[config.mk]
export PLATFORM = sky130hd
export DESIGN_NAME = viol_irq_ctrl
export DESIGN_NICKNAME = d
export VERILOG_FILES = /design/src/rtl/virq_pkg.sv /design/src/rtl/virq_slot.sv /design/src/rtl/virq_action.sv /design/src/rtl/viol_irq_ctrl.sv
export SDC_FILE = /design/constraint.sdc
export NUM_CORES = 1
export LEC_CHECK = 0
export BUFFER_PORTS_ARGS = -buffer_cell sky130_fd_sc_hd__buf_2
export CORE_UTILIZATION = 36
export CTS_CLUSTER_DIAMETER = 150
export DETAILED_ROUTE_END_ITERATION = 8
export PLACE_DENSITY = 0.75
export RECOVER_POWER = 50
export SYNTH_ARGS = -nofsm -noshare
export SYNTH_HDL_FRONTEND = slang
export SYNTH_SLANG_ARGS = --single-unit
[constraint.sdc]
create_clock -name clk -period 4.3 [get_ports clk]
set_clock_uncertainty 0.05 [all_clocks]
set_input_delay 1.29 -clock clk [delete_from_list [all_inputs] [get_ports clk]]
set_output_delay 1.29 -clock clk [all_outputs]
set_load 0.01 [all_outputs]
[src/rtl/virq_pkg.sv]
package virq_pkg;
  localparam int MAX_FILT = 4;
  localparam int OFF_W    = 12;
  localparam logic [OFF_W-1:0] OFF_ACTION = 12'h004;
  localparam logic [OFF_W-1:0] OFF_STATUS = 12'h010;
  localparam logic [OFF_W-1:0] OFF_CLEAR  = 12'h014;
  localparam int PEND_LSB = 0;
  localparam int REP_LSB  = 8;
  localparam int OVL_LSB  = 16;
  localparam int FIELD_TOP = OVL_LSB + MAX_FILT;

  typedef enum logic [1:0] {
    ACT_QUIET_OKAY = 2'b00,
    ACT_QUIET_ERR  = 2'b01,
    ACT_IRQ_OKAY   = 2'b10,
    ACT_IRQ_ERR    = 2'b11
  } act_e;
endpackage

[src/rtl/virq_slot.sv]
module virq_slot (
  input  logic clk,
  input  logic rst_n,
  input  logic fail_i,
  input  logic ovl_i,
  input  logic clr_i,
  output logic pend_o,
  output logic rep_o,
  output logic ovl_o
);
  logic evt;
  assign evt = fail_i | ovl_i;

  always_ff @(posedge clk or negedge rst_n) begin
    if (!rst_n) begin
      pend_o <= 1'b0;
      rep_o  <= 1'b0;
      ovl_o  <= 1'b0;
    end else if (clr_i) begin
      // an event in the clearing cycle survives as a first event
      pend_o <= evt;
      rep_o  <= 1'b0;
      ovl_o  <= ovl_i;
    end else if (evt) begin
      pend_o <= 1'b1;
      rep_o  <= rep_o | pend_o;
      ovl_o  <= ovl_o | ovl_i;
    end
  end
endmodule

[src/rtl/virq_action.sv]
module virq_action
  import virq_pkg::*;
(
  input  logic       clk,
  input  logic       rst_n,
  input  logic       wr_i,
  input  logic [1:0] wdata_i,
  input  logic       any_pend_i,
  output act_e       act_o,
  output logic       irq_o,
  output logic       resp_err_o
);
  always_ff @(posedge clk or negedge rst_n) begin
    if (!rst_n)    act_o <= ACT_QUIET_OKAY;
    else if (wr_i) act_o <= act_e'(wdata_i);
  end

  always_comb begin
    unique case (act_o)
      ACT_QUIET_OKAY: begin irq_o = 1'b0;       resp_err_o = 1'b0; end
      ACT_QUIET_ERR:  begin irq_o = 1'b0;       resp_err_o = 1'b1; end
      ACT_IRQ_OKAY:   begin irq_o = any_pend_i; resp_err_o = 1'b0; end
      default:        begin irq_o = any_pend_i; resp_err_o = 1'b1; end
    endcase
  end
endmodule

[src/rtl/viol_irq_ctrl.sv]
module viol_irq_ctrl
  import virq_pkg::*;
#(
  parameter int NUM_FILT = 4,
  parameter int ADDR_W   = 12,
  parameter int DATA_W   = 32
) (
  input  logic                clk,
  input  logic                rst_n,
  input  logic                reg_wr,
  input  logic [ADDR_W-1:0]   reg_addr,
  input  logic [DATA_W-1:0]   reg_wdata,
  output logic [DATA_W-1:0]   reg_rdata,
  input  logic [NUM_FILT-1:0] fail_pulse,
  input  logic [NUM_FILT-1:0] ovl_pulse,
  output logic                irq,
  output logic                resp_decerr
);
  localparam int FW = MAX_FILT;

  logic          hit_act, hit_stat, wr_act, wr_clr;
  logic [FW-1:0] clr_mask, evt_all, ovl_in_all;
  logic [FW-1:0] pend_all, rep_all, ovl_all;
  act_e          act_q;

  assign hit_act  = (reg_addr == ADDR_W'(OFF_ACTION));
  assign hit_stat = (reg_addr == ADDR_W'(OFF_STATUS));
  assign wr_act   = reg_wr && hit_act;
  assign wr_clr   = reg_wr && (reg_addr == ADDR_W'(OFF_CLEAR));
  assign clr_mask = wr_clr ? reg_wdata[FW-1:0] : '0;

  for (genvar i = 0; i < FW; i++) begin : g_slot
    if (i < NUM_FILT) begin : g_on
      assign evt_all[i]    = fail_pulse[i] | ovl_pulse[i];
      assign ovl_in_all[i] = ovl_pulse[i];
      virq_slot u_slot (
        .clk    (clk),
        .rst_n  (rst_n),
        .fail_i (fail_pulse[i]),
        .ovl_i  (ovl_pulse[i]),
        .clr_i  (clr_mask[i]),
        .pend_o (pend_all[i]),
        .rep_o  (rep_all[i]),
        .ovl_o  (ovl_all[i])
      );
    end else begin : g_off
      assign evt_all[i]    = 1'b0;
      assign ovl_in_all[i] = 1'b0;
      assign pend_all[i]   = 1'b0;
      assign rep_all[i]    = 1'b0;
      assign ovl_all[i]    = 1'b0;
    end
  end

  virq_action u_action (
    .clk        (clk),
    .rst_n      (rst_n),
    .wr_i       (wr_act),
    .wdata_i    (reg_wdata[1:0]),
    .any_pend_i (|pend_all),
    .act_o      (act_q),
    .irq_o      (irq),
    .resp_err_o (resp_decerr)
  );

  always_comb begin
    reg_rdata = '0;
    if (hit_act) begin
      reg_rdata[1:0] = act_q;
    end else if (hit_stat) begin
      reg_rdata[PEND_LSB +: FW] = pend_all;
      reg_rdata[REP_LSB  +: FW] = rep_all;
      reg_rdata[OVL_LSB  +: FW] = ovl_all;
    end
  end
endmodule

==> metrics.csv <==
stage;metric;value;unit
global_routing;grt_max_degree;15;
sta;maxSlewViolCount;0;
worst_hold_path;whs_path_depth;2;
clock_network;cts_tree;yes;
final_layout;area_growth;17.78;%
sta;final_hold_viol_count;0;
synth;syn_inst;104;
synth;synth_edf_count;0;
sta;rsz0062_at_grt;no;
clock_network;cts_hold_repair.buffers;0;
worst_setup_path;critPathArrivalTime;2800;ps
synth;ys_seq_area_frac;0.3743;
floorplanning;die_y;52.99;µm
global_routing;grt_remaining_overflow;0;
power;ir_worst_vdd;111.8;µV
sta;setup-tns-final;0;ps
global_routing;grt_pass1_wl;2773;µm
final_layout;seq_area;350.3;µm²
worst_setup_path;endpoint_kind;output pin;
routing;postRouteAntennaNets;0;
synth;synth_area_leader_cell;dfrtp_1;
clock_network;clk_pin_slew;80;ps
final_layout;fill_cells;261;
floorplanning;core_region_area;2477;µm²
routing;drt_iter0_drc;12;
routing;via_count;802;
synth;synth.area.top_cells;dfrtp_1 37%, buf_4 17%, and2_1 6.7%, inv_1 4.8%, nor4_1 4.0%;
final_layout;stdcell_count;175;
clock_network;clkSinkCount;14;
worst_hold_path;hold_class;flop to flop;
power;powerDensity;238.1;nW/µm²
power;p_leak;0.0006336;µW
clock_network;cts_resized;0;
clock_network;clkLatencyLatePin;290;ps
floorplanning;fp.dieW;52.99;µm
routing;via_per_inst;4.583;
synth;syn_area;935.9;µm²
sta;fmax;0.2415;GHz
sta;fin_crit;4141;ps
final_layout;fin_nets;201;
clock_network;cts_setup_buffers;0;
routing;drc;0;
sta;tightestPinTransition;744.4;ps
global_routing;antenna_found_initial;0;
placed_design;io_buffer_count;40;
synth;synth_commonest_cells;21 x buf_4, 14 x dfrtp_1, 12 x inv_1;
final_layout;multi_input_area;425.4;µm²
worst_setup_path;crit_type;input port to output pin;
floorplanning;start_util;0.3778;
clock_network;cts_max_level;1;
sta;period_share;0.9630;
placed_design;dpl.cell_count;171;
clock_network;cts-root-buf;clkbuf_4;
worst_setup_path;startpoint_type;input port;
global_routing;grt_pass1_vias;654;
worst_setup_path;worstRegToRegCells;1;
placed_design;gp_congestion;0.7443;
synth;synth_top_flop_cell;dfrtp_1;
synth;synth_cell_type_count;23;
floorplanning;io_pins;89;
job;cap_violations;0;
routing;wl_per_cell;10.67;µm
floorplanning;rows;18;
placed_design;dp_hpwl;1519;µm
run_status;status;completed;
clock_network;clock_path_buffers;2;
synth;post-synth-top-count-cell;buf_4;
final_layout;drive_gt1_frac;0.3034;
worst_setup_path;crit_fanout;10;
sta;slew_headroom;0.5037;
routing;routed_wl;1867;µm
synth;syn_avg_cell_area;8.999;µm²
sta;setup_viol;0;
clock_network;cts_made_buffers;3;
synth;yosys.area.top_type_share;0.3743;
routing;dr.pass1.iters;4;
worst_setup_path;crit_required;2960;ps
floorplanning;dieArea;2807;µm²
global_routing;track_usage;0.1384;
synth;ys_seq_elements;14;
synth;synthArstFlopShare;1.000;
final_layout;antenna-diode-count;0;
synth;yosysWarningCount;0;
## metrics by stage
step           worst slack [ps]    util  hold WS (ps)  total power [µW]  cell area, µm²
2_1_floorplan             390.5       -         429.7             165.5            1007
3_3_place_gp              145.5  0.4394         445.7             168.6            1089
3_5_place_dp              118.2  0.4394         453.6             169.9            1089
4_1_cts                   118.2  0.4540         466.2             265.1            1125
5_1_grt                   61.31  0.4449         483.5             272.7            1102
6_report                  159.0  0.4449         460.3             262.4            1102
## power breakdown
part	switching [µW]	leakage (µW)	total, µW	internal, µW
clock network	44.3	0.0000210	96.0	51.7
logic	21.8	0.000480	34.7	13.0
registers	0.0743	0.000133	132	132
total	66.2	0.000634	262	196
## layout by cell type (no fill, tap or decap)
cell       n
buf_2     37
conb_1    20
dfrtp_1   14
inv_1     12
and2_1    10
nor4_1     7
o21ai_0    5
nand4_1    4
a21oi_1    4
o21bai_1   4
nor2_1     4
clkbuf_1   4
o21ai_1    3
clkbuf_4   3
or4_1      2
nor2b_1    2
a22oi_1    2
mux2_1     2
or2_2      1
nor4b_4    1
o41a_1     1
nand3b_1   1
clkbuf_8   1
buf_4      1
## worst max-delay path: stages
cell and delay (ps):
buf_2 90, or4_1 580, nor4b_4 520, and2_1 200
buf_2 120
## flip-flops by register name (all words and copies together), names as in the netlist
name,count
g_slot.g_on.u_slot.pend_o,4
g_slot.g_on.u_slot.rep_o,4
g_slot.g_on.u_slot.ovl_o,4
u_action.act_o,2
## cell families (layout without fill, tap and decap cells)
kind of cell | after synthesis | count (layout) | synth area share
flops | 14 | 14 | 0.3743
simple gates | 32 | 32 | 0.2420
buf+inv | 36 | 58 | 0.2313
compound gates | 19 | 19 | 0.1243
mux | 2 | 2 | 0.02406
other cells | 1 | 20 | 0.004007
## worst paths after layout
kind | startpoint | end | slack [ps]
max | reg_addr[10] | reg_rdata[8] | 160
min | g_slot[3].g_on.u_slot.rep_o$_DFFE_PN0P_ | g_slot[3].g_on.u_slot.rep_o$_DFFE_PN0P_ | 460
max reg2reg | u_action.act_o[1]$_DFFE_PN0P_ | u_action.act_o[1]$_DFFE_PN0P_ | 3450
min reg2reg | g_slot[3].g_on.u_slot.rep_o$_DFFE_PN0P_ | g_slot[3].g_on.u_slot.rep_o$_DFFE_PN0P_ | 460
max in group asynchronous | rst_n | g_slot[3].g_on.u_slot.rep_o$_DFFE_PN0P_ | 2750
min in group asynchronous | rst_n | g_slot[2].g_on.u_slot.ovl_o$_DFFE_PN0P_ | 980
## layer usage
layer	global-route usage	part of all wire
met5	0	0
met4	0.07018	0.017
met3	0.04310	0.084
met2	0.2342	0.50
met1	0.1544	0.40
## cell type report
class,instances,area share
Multi-Input combinational cell,73,0.3859
Sequential cell,14,0.3178
Timing Repair Buffer,42,0.1884
Inverter,12,0.04086
Tap cell,30,0.03405
Clock buffer,4,0.03292
Note: power is estimated with default switching activity, not from simulation.
